--- config.mk ---
export PLATFORM = sky130hd
export DESIGN_NAME = uart9
export DESIGN_NICKNAME = d
export VERILOG_FILES = /design/src/rtl/uart9_pkg.sv /design/src/rtl/uart9_tick.sv /design/src/rtl/uart9_tx.sv /design/src/rtl/uart9_rx.sv /design/src/rtl/uart9.sv
export SDC_FILE = /design/constraint.sdc
export NUM_CORES = 1
export LEC_CHECK = 0
export CAP_MARGIN = 15
export CORE_ASPECT_RATIO = 0.9
export CORE_UTILIZATION = 45
export CTS_CLUSTER_DIAMETER = 150
export CTS_CLUSTER_SIZE = 16
export DETAILED_ROUTE_END_ITERATION = 16
export PLACE_DENSITY = 0.69
export SLEW_MARGIN = 20
export SYNTH_ARGS = -nofsm -noshare
export SYNTH_HDL_FRONTEND = slang
export SYNTH_SLANG_ARGS = --single-unit
--- constraint.sdc ---
create_clock -name clk -period 3.25 [get_ports clk]
set_input_delay 0.65 -clock clk [delete_from_list [all_inputs] [get_ports clk]]
set_output_delay 0.65 -clock clk [all_outputs]
set_load 0.03 [all_outputs]
--- src/rtl/uart9_pkg.sv ---
package uart9_pkg;

    localparam int DW  = 8;
    localparam int OVS = 16;

    typedef enum logic [1:0] {
        FMT_8_EXT   = 2'b00,
        FMT_9_DIV   = 2'b01,
        FMT_9_EXT   = 2'b10,
        FMT_9_EXT_B = 2'b11
    } fmt_e;

    typedef enum logic [1:0] {
        N9_ZERO  = 2'b00,
        N9_ONE   = 2'b01,
        N9_PAR   = 2'b10,
        N9_PAR_B = 2'b11
    } ninth_e;

    typedef enum logic [1:0] {
        LN_IDLE,
        LN_START,
        LN_DATA,
        LN_STOP
    } line_e;

    typedef struct packed {
        logic [DW-1:0] data;
        logic          bit9;
        logic          ferr;
    } rx_word_t;

    function automatic logic fmt_nine(fmt_e f);
        return f != FMT_8_EXT;
    endfunction

    function automatic logic fmt_ext(fmt_e f);
        return f != FMT_9_DIV;
    endfunction

    function automatic logic ninth_of(ninth_e s, logic [DW-1:0] d);
        case (s)
            N9_ZERO: return 1'b0;
            N9_ONE:  return 1'b1;
            default: return ^d;
        endcase
    endfunction

    function automatic logic vote3(logic a, logic b, logic c);
        return (a & b) | (a & c) | (b & c);
    endfunction

endpackage

--- src/rtl/uart9_tick.sv ---
module uart9_tick #(
    parameter int OVS    = uart9_pkg::OVS,
    parameter int BIT_LO = 32,
    parameter int BIT_HI = 64
) (
    input  logic clk,
    input  logic rst,
    input  logic ext_sel,
    input  logic div_sel,
    input  logic baud_tick,
    output logic tick
);
    localparam int DIV_LO = BIT_LO / OVS;
    localparam int DIV_HI = BIT_HI / OVS;
    localparam int CW     = (DIV_HI > 1) ? $clog2(DIV_HI) : 1;

    logic [CW-1:0] cnt_q;
    logic [CW-1:0] lim;
    logic          hit;

    assign lim = div_sel ? CW'(DIV_HI - 1) : CW'(DIV_LO - 1);
    assign hit = (cnt_q >= lim);

    always_ff @(posedge clk) begin
        if (rst || ext_sel) cnt_q <= '0;
        else if (hit)       cnt_q <= '0;
        else                cnt_q <= cnt_q + 1'b1;
    end

    assign tick = ext_sel ? baud_tick : hit;

    AST_DIV_TICK_SPACED: assert property (@(posedge clk) disable iff (rst)
        (!ext_sel && tick) |=> (!tick || ext_sel));

endmodule

--- src/rtl/uart9_tx.sv ---
module uart9_tx
    import uart9_pkg::*;
#(
    parameter int DW  = uart9_pkg::DW,
    parameter int OVS = uart9_pkg::OVS
) (
    input  logic          clk,
    input  logic          rst,
    input  logic          tick,
    input  logic          nine,
    input  ninth_e        sel,
    input  logic          wr,
    input  logic [DW-1:0] wdata,
    output logic          busy,
    output logic          txd
);
    localparam int FW = DW + 3;
    localparam int OW = $clog2(OVS);
    localparam int BW = $clog2(FW + 1);

    logic [FW-1:0] sh_q;
    logic [OW-1:0] tc_q;
    logic [BW-1:0] bc_q;
    logic [BW-1:0] last_bit;
    logic          busy_q, txd_q, nine_q;

    assign last_bit = nine_q ? BW'(FW - 1) : BW'(FW - 2);

    always_ff @(posedge clk) begin
        if (rst) begin
            sh_q   <= '1;
            tc_q   <= '0;
            bc_q   <= '0;
            busy_q <= 1'b0;
            txd_q  <= 1'b1;
            nine_q <= 1'b0;
        end else if (!busy_q) begin
            if (wr) begin
                sh_q   <= {1'b1, (nine ? ninth_of(sel, wdata) : 1'b1), wdata, 1'b0};
                txd_q  <= 1'b0;
                busy_q <= 1'b1;
                tc_q   <= '0;
                bc_q   <= '0;
                nine_q <= nine;
            end
        end else if (tick) begin
            if (tc_q == OW'(OVS - 1)) begin
                tc_q <= '0;
                if (bc_q == last_bit) begin
                    busy_q <= 1'b0;
                    txd_q  <= 1'b1;
                end else begin
                    bc_q  <= bc_q + 1'b1;
                    sh_q  <= {1'b1, sh_q[FW-1:1]};
                    txd_q <= sh_q[1];
                end
            end else begin
                tc_q <= tc_q + 1'b1;
            end
        end
    end

    assign busy = busy_q;
    assign txd  = txd_q;

    AST_TX_START_LOW: assert property (@(posedge clk) disable iff (rst)
        $rose(busy_q) |-> !txd_q);
    AST_TX_STEADY_BIT: assert property (@(posedge clk) disable iff (rst)
        (busy_q && $past(busy_q) && !$past(tick)) |-> $stable(txd_q));
    AST_TX_END_ON_STOP: assert property (@(posedge clk) disable iff (rst)
        $fell(busy_q) |-> (txd_q && $past(txd_q)));

endmodule

--- src/rtl/uart9_rx.sv ---
module uart9_rx
    import uart9_pkg::*;
#(
    parameter int DW  = uart9_pkg::DW,
    parameter int OVS = uart9_pkg::OVS
) (
    input  logic     clk,
    input  logic     rst,
    input  logic     tick,
    input  logic     nine,
    input  logic     rxd,
    input  logic     rd,
    output logic     valid,
    output rx_word_t word
);
    localparam int OW   = $clog2(OVS);
    localparam int BW   = $clog2(DW + 1);
    localparam int SMP0 = OVS / 2 - 1;
    localparam int SMP1 = OVS / 2;
    localparam int SMP2 = OVS / 2 + 1;

    logic          s1_q, s2_q;
    line_e         st_q;
    logic [OW-1:0] tc_q;
    logic [BW-1:0] bc_q;
    logic [DW:0]   sh_q;
    logic [1:0]    v_q;
    logic          armed_q, nine_q, valid_q;
    rx_word_t      word_q;
    logic          maj, done;
    logic [BW-1:0] last_bit;

    assign maj      = vote3(v_q[0], v_q[1], s2_q);
    assign done     = tick && (st_q == LN_STOP) && (tc_q == OW'(SMP2));
    assign last_bit = nine_q ? BW'(DW) : BW'(DW - 1);

    always_ff @(posedge clk) begin
        if (rst) begin
            s1_q    <= 1'b1;
            s2_q    <= 1'b1;
            st_q    <= LN_IDLE;
            tc_q    <= '0;
            bc_q    <= '0;
            sh_q    <= '0;
            v_q     <= '0;
            armed_q <= 1'b0;
            nine_q  <= 1'b0;
            valid_q <= 1'b0;
            word_q  <= '0;
        end else begin
            s1_q <= rxd;
            s2_q <= s1_q;
            if (done) begin
                valid_q     <= 1'b1;
                word_q.data <= nine_q ? sh_q[DW-1:0] : sh_q[DW:1];
                word_q.bit9 <= nine_q ? sh_q[DW] : 1'b0;
                word_q.ferr <= !maj;
            end else if (rd) begin
                valid_q <= 1'b0;
            end
            if (tick) begin
                if (st_q == LN_IDLE) begin
                    if (!s2_q && armed_q) begin
                        st_q    <= LN_START;
                        tc_q    <= OW'(1);
                        armed_q <= 1'b0;
                        nine_q  <= nine;
                    end else if (s2_q) begin
                        armed_q <= 1'b1;
                    end
                end else begin
                    tc_q <= (tc_q == OW'(OVS - 1)) ? '0 : tc_q + 1'b1;
                    if (tc_q == OW'(SMP0)) v_q[0] <= s2_q;
                    if (tc_q == OW'(SMP1)) v_q[1] <= s2_q;
                    if (tc_q == OW'(SMP2)) begin
                        case (st_q)
                            LN_START: if (maj) st_q <= LN_IDLE;
                            LN_DATA:  sh_q <= {maj, sh_q[DW:1]};
                            LN_STOP:  st_q <= LN_IDLE;
                            default:  ;
                        endcase
                    end
                    if (tc_q == OW'(OVS - 1)) begin
                        case (st_q)
                            LN_START: begin
                                st_q <= LN_DATA;
                                bc_q <= '0;
                            end
                            LN_DATA: begin
                                if (bc_q == last_bit) st_q <= LN_STOP;
                                else                  bc_q <= bc_q + 1'b1;
                            end
                            default: ;
                        endcase
                    end
                end
            end
        end
    end

    assign valid = valid_q;
    assign word  = word_q;

    AST_RX_DONE_VALID: assert property (@(posedge clk) disable iff (rst)
        done |=> valid_q);
    AST_RX_READ_CLEARS: assert property (@(posedge clk) disable iff (rst)
        (rd && !done) |=> !valid_q);
    AST_RX_HOLD_STABLE: assert property (@(posedge clk) disable iff (rst)
        !done |=> $stable(word_q));
    AST_RX_START_FROM_LOW: assert property (@(posedge clk) disable iff (rst)
        (st_q == LN_START && $past(st_q) == LN_IDLE) |-> !$past(s2_q));

endmodule

--- src/rtl/uart9.sv ---
module uart9
    import uart9_pkg::*;
(
    input  logic       clk,
    input  logic       rst,
    input  logic [1:0] mode,
    input  logic       div_sel,
    input  logic [1:0] bit9_sel,
    input  logic       baud_tick,
    input  logic       tx_wr,
    input  logic [7:0] tx_data,
    output logic       tx_busy,
    output logic       txd,
    input  logic       rxd,
    input  logic       rx_rd,
    output logic       rx_valid,
    output logic [7:0] rx_data,
    output logic       rx_bit9,
    output logic       rx_ferr
);
    fmt_e     fmt;
    ninth_e   n9;
    logic     tick;
    rx_word_t word;

    assign fmt = fmt_e'(mode);
    assign n9  = ninth_e'(bit9_sel);

    uart9_tick #(.OVS(OVS), .BIT_LO(32), .BIT_HI(64)) u_tick (
        .clk      (clk),
        .rst      (rst),
        .ext_sel  (fmt_ext(fmt)),
        .div_sel  (div_sel),
        .baud_tick(baud_tick),
        .tick     (tick)
    );

    uart9_tx #(.DW(DW), .OVS(OVS)) u_tx (
        .clk  (clk),
        .rst  (rst),
        .tick (tick),
        .nine (fmt_nine(fmt)),
        .sel  (n9),
        .wr   (tx_wr),
        .wdata(tx_data),
        .busy (tx_busy),
        .txd  (txd)
    );

    uart9_rx #(.DW(DW), .OVS(OVS)) u_rx (
        .clk  (clk),
        .rst  (rst),
        .tick (tick),
        .nine (fmt_nine(fmt)),
        .rxd  (rxd),
        .rd   (rx_rd),
        .valid(rx_valid),
        .word (word)
    );

    assign rx_data = word.data;
    assign rx_bit9 = word.bit9;
    assign rx_ferr = word.ferr;

endmodule

Word level (Yosys, flattened, before mapping)
Cells that the tools add are included.

Input bits: 19. Register bits after elaboration: 60. Output and inout bits: 13. Logic and storage cells: 125.

Multiplexer cells: 48. Bitwise operators: 7. Equal/unequal tests: 17. Reduce and logical (&&, ||, !) cells: 26. Add/subtract/negate cells: 5. Magnitude comparators: 1.

Operator list (count): $mux W11 (5); $mux W4 (13); $mux W1 (17); $add A4 B1 Y4 const B (4); $eq A4 B4 Y1 const B (4); $mux W2 (8); $reduce_and A3 Y1 (5); $reduce_bool A2 Y1 (5); $eq A4 B4 Y1 (2); $mux W8 (1); $ne A2 B2 Y1 const B (4); $pmux W2 S2 (2); $pmux W4 S2 (1); $reduce_and A4 Y1 (2); $reduce_xor A8 Y1 (1); $reduce_and A2 Y1 (3); $reduce_and A5 Y1 (1); $eq A2 B1 Y1 const B (2); $eq A2 B2 Y1 const B (2); $eq A4 B3 Y1 const B (1); $logic_not A2 Y1 (2); $ne A2 B1 Y1 const B (2); $and A1 B1 Y1 (3); $logic_and A1 B1 Y1 (3); 8 further kinds (11).

Depth between registers and ports, before layout
Word-level depth: 10. Depth in mapped cells: 9. Gate-level depth less buffers: 7.

Hierarchy
From an unflattened synthesis, not the netlist that was laid out.

Cell total of the unflattened synthesis: 321. Area, all modules: 2881.5 um2.

By module, submodules not included: uart9_rx (cells an instance 186, area each 1707.9 um2, instances 1, sequential area each 720.7 um2); uart9_tx (cells an instance 122, area each 1054.8 um2, instances 1, sequential area each 400.4 um2); uart9_tick (cells an instance 11, area each 106.4 um2, instances 1, sequential area each 40.0 um2); uart9 (cells an instance 2, area each 12.5 um2, instances 1, sequential area each 0.0 um2).

Least setup slack after synthesis
OpenSTA, ideal clock, no wires.

Kind: input port to flip-flop. Start point: input port div_sel. End point: register u_tx.bc_q[2]. Setup time: 116 ps. Slack: 964 ps. Arrival time: 2170 ps. Data required time: 3134 ps. Path buffers: 1. Stages: 8. Cells stage by stage: inv_1 > ha_1 > a21o_1 > mux2i_2 > o41ai_4 > buf_6 > a21oi_1 > a31o_2.

Cells in the longest elaborated chain, start to end: 5.

RTL lines: from (decl) (RTL line uart9.sv:7) `input logic div_sel,`; $mux W2 (RTL line uart9_tick.sv:21) `assign lim = div_sel ? CW'(DIV_HI - 1) : CW'(DIV_LO - 1);`; $ge A2 B2 Y1 (RTL line uart9_tick.sv:22) `assign hit = (cnt_q >= lim);`; $mux W1 (RTL line uart9_tick.sv:30) `assign tick = ext_sel ? baud_tick : hit;`; $ne A2 B1 Y1 (no source line); $reduce_and A4 Y1 (no source line); to (signal assigned) (RTL line uart9_tx.sv:53) `bc_q <= bc_q + 1'b1;`; to (decl) (RTL line uart9_tx.sv:23) `logic [BW-1:0] bc_q;`.

No other way between the ends. A chain may end at the register's enable or synchronous reset.

Worst setup path in the final report
Start point: register u_tx.busy_q, in the netlist u_tx.busy. End point: output port tx_busy.

RTL lines: from (decl) (RTL line uart9_tx.sv:25) `logic busy_q, txd_q, nine_q;`; from (signal assigned) (RTL line uart9_tx.sv:34) `busy_q <= 1'b0;`; from (signal assigned) (RTL line uart9_tx.sv:41) `busy_q <= 1'b1;`; from (signal assigned) (RTL line uart9_tx.sv:50) `busy_q <= 1'b0;`; to (decl) (RTL line uart9.sv:12) `output logic tx_busy,`.

No word-level cell between the ends.

==> impl_metrics.json <==
{
  "outcome": "complete, no violations",
  "postCtsResizedCells": 0,
  "clk-insertion-delay-late_ps": 340,
  "cellPowerDensity_nw_per_um2": 492.6,
  "clock_path_buffers": 2,
  "grt_max_degree": 42,
  "timing.setup.tns_ps": 0,
  "clock_power_share_pct": 46.3,
  "clockRootBuffer": "sky130_fd_sc_hd__clkbuf_8",
  "grt_first_pass_wirelength_um": 9894,
  "cts_max_level": 3,
  "required_ps": 2600,
  "route.antenna.remaining_nets": 0,
  "post_synthesis_cell_count": 317,
  "syn_area_sq_um": 2904,
  "routed_wl_um": 5823,
  "share_of_layout_cells_above_drive_strength_1_pct": 11.36,
  "grt.met2_usage_pct": 27.46,
  "floorplan.io_pins": 32,
  "gp_congestion": 0.8040,
  "worst_path_max_delay_cell": "sky130_fd_sc_hd__clkdlybuf4s50_1",
  "cts.sinks": 58,
  "dp.cells": 424,
  "vias": 2304,
  "seq_power_share_pct": 43.2,
  "count_of_hold_buffers_inserted_by_post_cts_repair": 0,
  "placementRows": 27,
  "final_util_pct": 57.03,
  "clk_transition_reported_paths_ps": 70,
  "layoutNonFillerInstCount": 439,
  "drt_pass1_iterations": 4,
  "max-vdd-ir-drop_mv": 0.2379,
  "critical-path-top-delay-family": "buffers and inverters",
  "placeableCoreArea_sq_um": 6182,
  "maxSlewViolCount": 0,
  "synthesis.nets": 348,
  "setup.worst_path.start_class": "flop",
  "layout_commonest_cell": "sky130_fd_sc_hd__dfxtp_1",
  "leakage_nw": 1.347,
  "combPwrFrac_pct": 10.5,
  "finalHoldViolCount": 0,
  "grt_busiest_layer": "met2",
  "p_sw_share_pct": 22.73,
  "number_of_global_route_vias_before_repair": 2125,
  "crit_buf_inv": 1,
  "cpPeakStageDelay_ps": 790,
  "setup_viol_count_final": 0,
  "final_period_minus_worst_setup_slack_ps": 2520,
  "grt_use_met3_pct": 7.256,
  "relSlewSlack_pct": 52.00,
  "skew_ps": 7.611,
  "yosysSeqAreaShare_pct": 39.98,
  "timing.setup.critical_path_class": "reg2out",
  "post_synth_num_cell_types": 54,
  "synth.largest_area_cell": "sky130_fd_sc_hd__dfxtp_1",
  "synthDominantCellAreaShare_pct": 39.98,
  "floorplan.initialDensity_pct": 46.97,
  "postSynthRegisterBits": 58,
  "synthTopCellsByArea": "sky130_fd_sc_hd__dfxtp_1 40%, sky130_fd_sc_hd__mux2i_1 10%, sky130_fd_sc_hd__ha_1 5.2%",
  "yosysWarningCount": 0,
  "antenna_found_initial": 0,
  "synth_flop_cell": "sky130_fd_sc_hd__dfxtp_1",
  "fp.dieArea_sq_um": 6779,
  "grt.total_usage_pct": 18.80,
  "worstPathArrival_ps": 1870,
  "finalCritPeriodShare_pct": 77.52,
  "drc": 0,
  "maximum_capacitance_violations": 0,
  "tritoncts.num_buffers": 9,
  "setup_repair_after_global_routing_missed_its_margin": "false",
  "grtUsageMet1_pct": 25.49,
  "synth-edff-count": 0,
  "final.fill_count": 549,
  "nNetsFinal": 379,
  "detailedRoute.firstIterationViolations": 148,
  "total_power_mw": 1.737,
  "achievable-frequency_mhz": 396.9,
  "routed_wire_length_per_instance_um": 13.26,
  "multiInputGateArea_sq_um": 1635,
  "register_area_sq_um": 1161,
  "globalRouteOverflowTotal": 0,
  "place.detailed.hpwl_um": 3990,
  "port_buffers": 31,
  "p_switching_uw": 394.9,
  "floorplan.die.width_um": 86.68,
  "layout.cells.most_common_list": "58 x sky130_fd_sc_hd__dfxtp_1, 34 x sky130_fd_sc_hd__nor2_1, 30 x sky130_fd_sc_hd__clkdlybuf4s50_1",
  "detail_route.vias_per_cell": 5.248,
  "synthArstFlopShare_pct": 0,
  "critical_path.cell_chain": "clkdlybuf4s50_1",
  "timing.critical_path.fanout_max": 18,
  "die_h_um": 78.21,
  "num_antenna_cells": 0,
  "p_int_mw": 1.342,
  "postCtsSetupRepairBufs": 0,
  "area_delta_synth_final_pct": 21.41,
  "synthesis.area_per_instance_sq_um": 9.161,
  "tritoncts": "done",
  "timing.critical_path.to_type": "primary output",
  "worst-slew-pin-transition_ps": 719.9,
  "hold_path.class": "reg2reg"
}
==> cell families after synthesis <==
logic type                 share of synthesized area (%)
and+or+nand+nor                                    20.25
DFF                                                39.98
AOI/OAI and AO/OA                                  13.57
muxes                                              13.96
buffers and inverters                              3.706
adders and majority gates                          5.515
xor gates and xnor gates                           3.016
==> sequential cells by signal (all words and copies together) (netlist names), 4 cells and up <==
name,count
u_tx.sh_q,9
u_rx.word,10
u_rx.bc_q,4
u_tx.tc_q,4
u_rx.sh_q,9
u_tx.bc_q,4
u_rx.tc_q,4
==> layer usage <==
metal  vias to the layer above  part of all wire [%]
met2                        56                    42
met3                         9                   5.5
met1                      1046                    51
met5                         -                     0
met4                         0                   1.7
li1                       1193                     -
==> final cells by class <==
class,instances,area share (%)
multi-input combinational,233,46.38
sequential,58,32.93
timing repair buffer,36,9.723
clock buffer,10,3.903
tap,87,3.087
clock inverter,5,2.910
inverter,10,1.065
==> through the flow <==
step	hold slack (ps)	area, sq um	setup slack, ps
2_1_floorplan	389.5	2904	964.3
3_3_place_gp	410.1	3286	478.9
3_5_place_dp	413.3	3286	438.5
4_1_cts	429.5	3526	707.4
5_1_grt	448.4	3526	591.7
6_report	426.2	3526	730.5
==> power by group through the flow <==
stage / logic (mW) / clock network [mW] / registers, mW
2_1_floorplan: 0.130 / 0 / 0.760
3_3_place_gp: 0.179 / 0 / 0.765
3_5_place_dp: 0.182 / 0 / 0.766
4_1_cts: 0.182 / 0.824 / 0.750
5_1_grt: 0.202 / 0.860 / 0.753
6_report: 0.182 / 0.805 / 0.750
==> Yosys cell counts, types with 3 or more instances <==
library cell and number:
sky130_fd_sc_hd__mux2_2 9, sky130_fd_sc_hd__nor3_1 7, sky130_fd_sc_hd__clkbuf_1 11, sky130_fd_sc_hd__xnor2_1 8, sky130_fd_sc_hd__dfxtp_1 58, sky130_fd_sc_hd__inv_1 10
sky130_fd_sc_hd__or2_2 3, sky130_fd_sc_hd__and3_1 5, sky130_fd_sc_hd__mux2i_1 29, sky130_fd_sc_hd__nand2_1 18, sky130_fd_sc_hd__a21oi_1 17, sky130_fd_sc_hd__ha_1 12
sky130_fd_sc_hd__or3_1 3, sky130_fd_sc_hd__nand2b_1 11, sky130_fd_sc_hd__a21o_1 3, sky130_fd_sc_hd__a211oi_1 10, sky130_fd_sc_hd__nor4_1 5, sky130_fd_sc_hd__o21ai_0 9
sky130_fd_sc_hd__nand3b_1 3, sky130_fd_sc_hd__nand3_1 13, sky130_fd_sc_hd__nor2_1 34
==> worst paths after layout <==
check         startpoint  slack, ps  cells past startpoint            to
max reg2reg  u_rx.nine_q       1100                      5  u_rx.bc_q[3]
min            u_rx.s1_q        430                      1     u_rx.s2_q
max            u_tx.busy        730                      1       tx_busy
min reg2reg    u_rx.s1_q        430                      1     u_rx.s2_q
(Power assumes the default switching activity.)
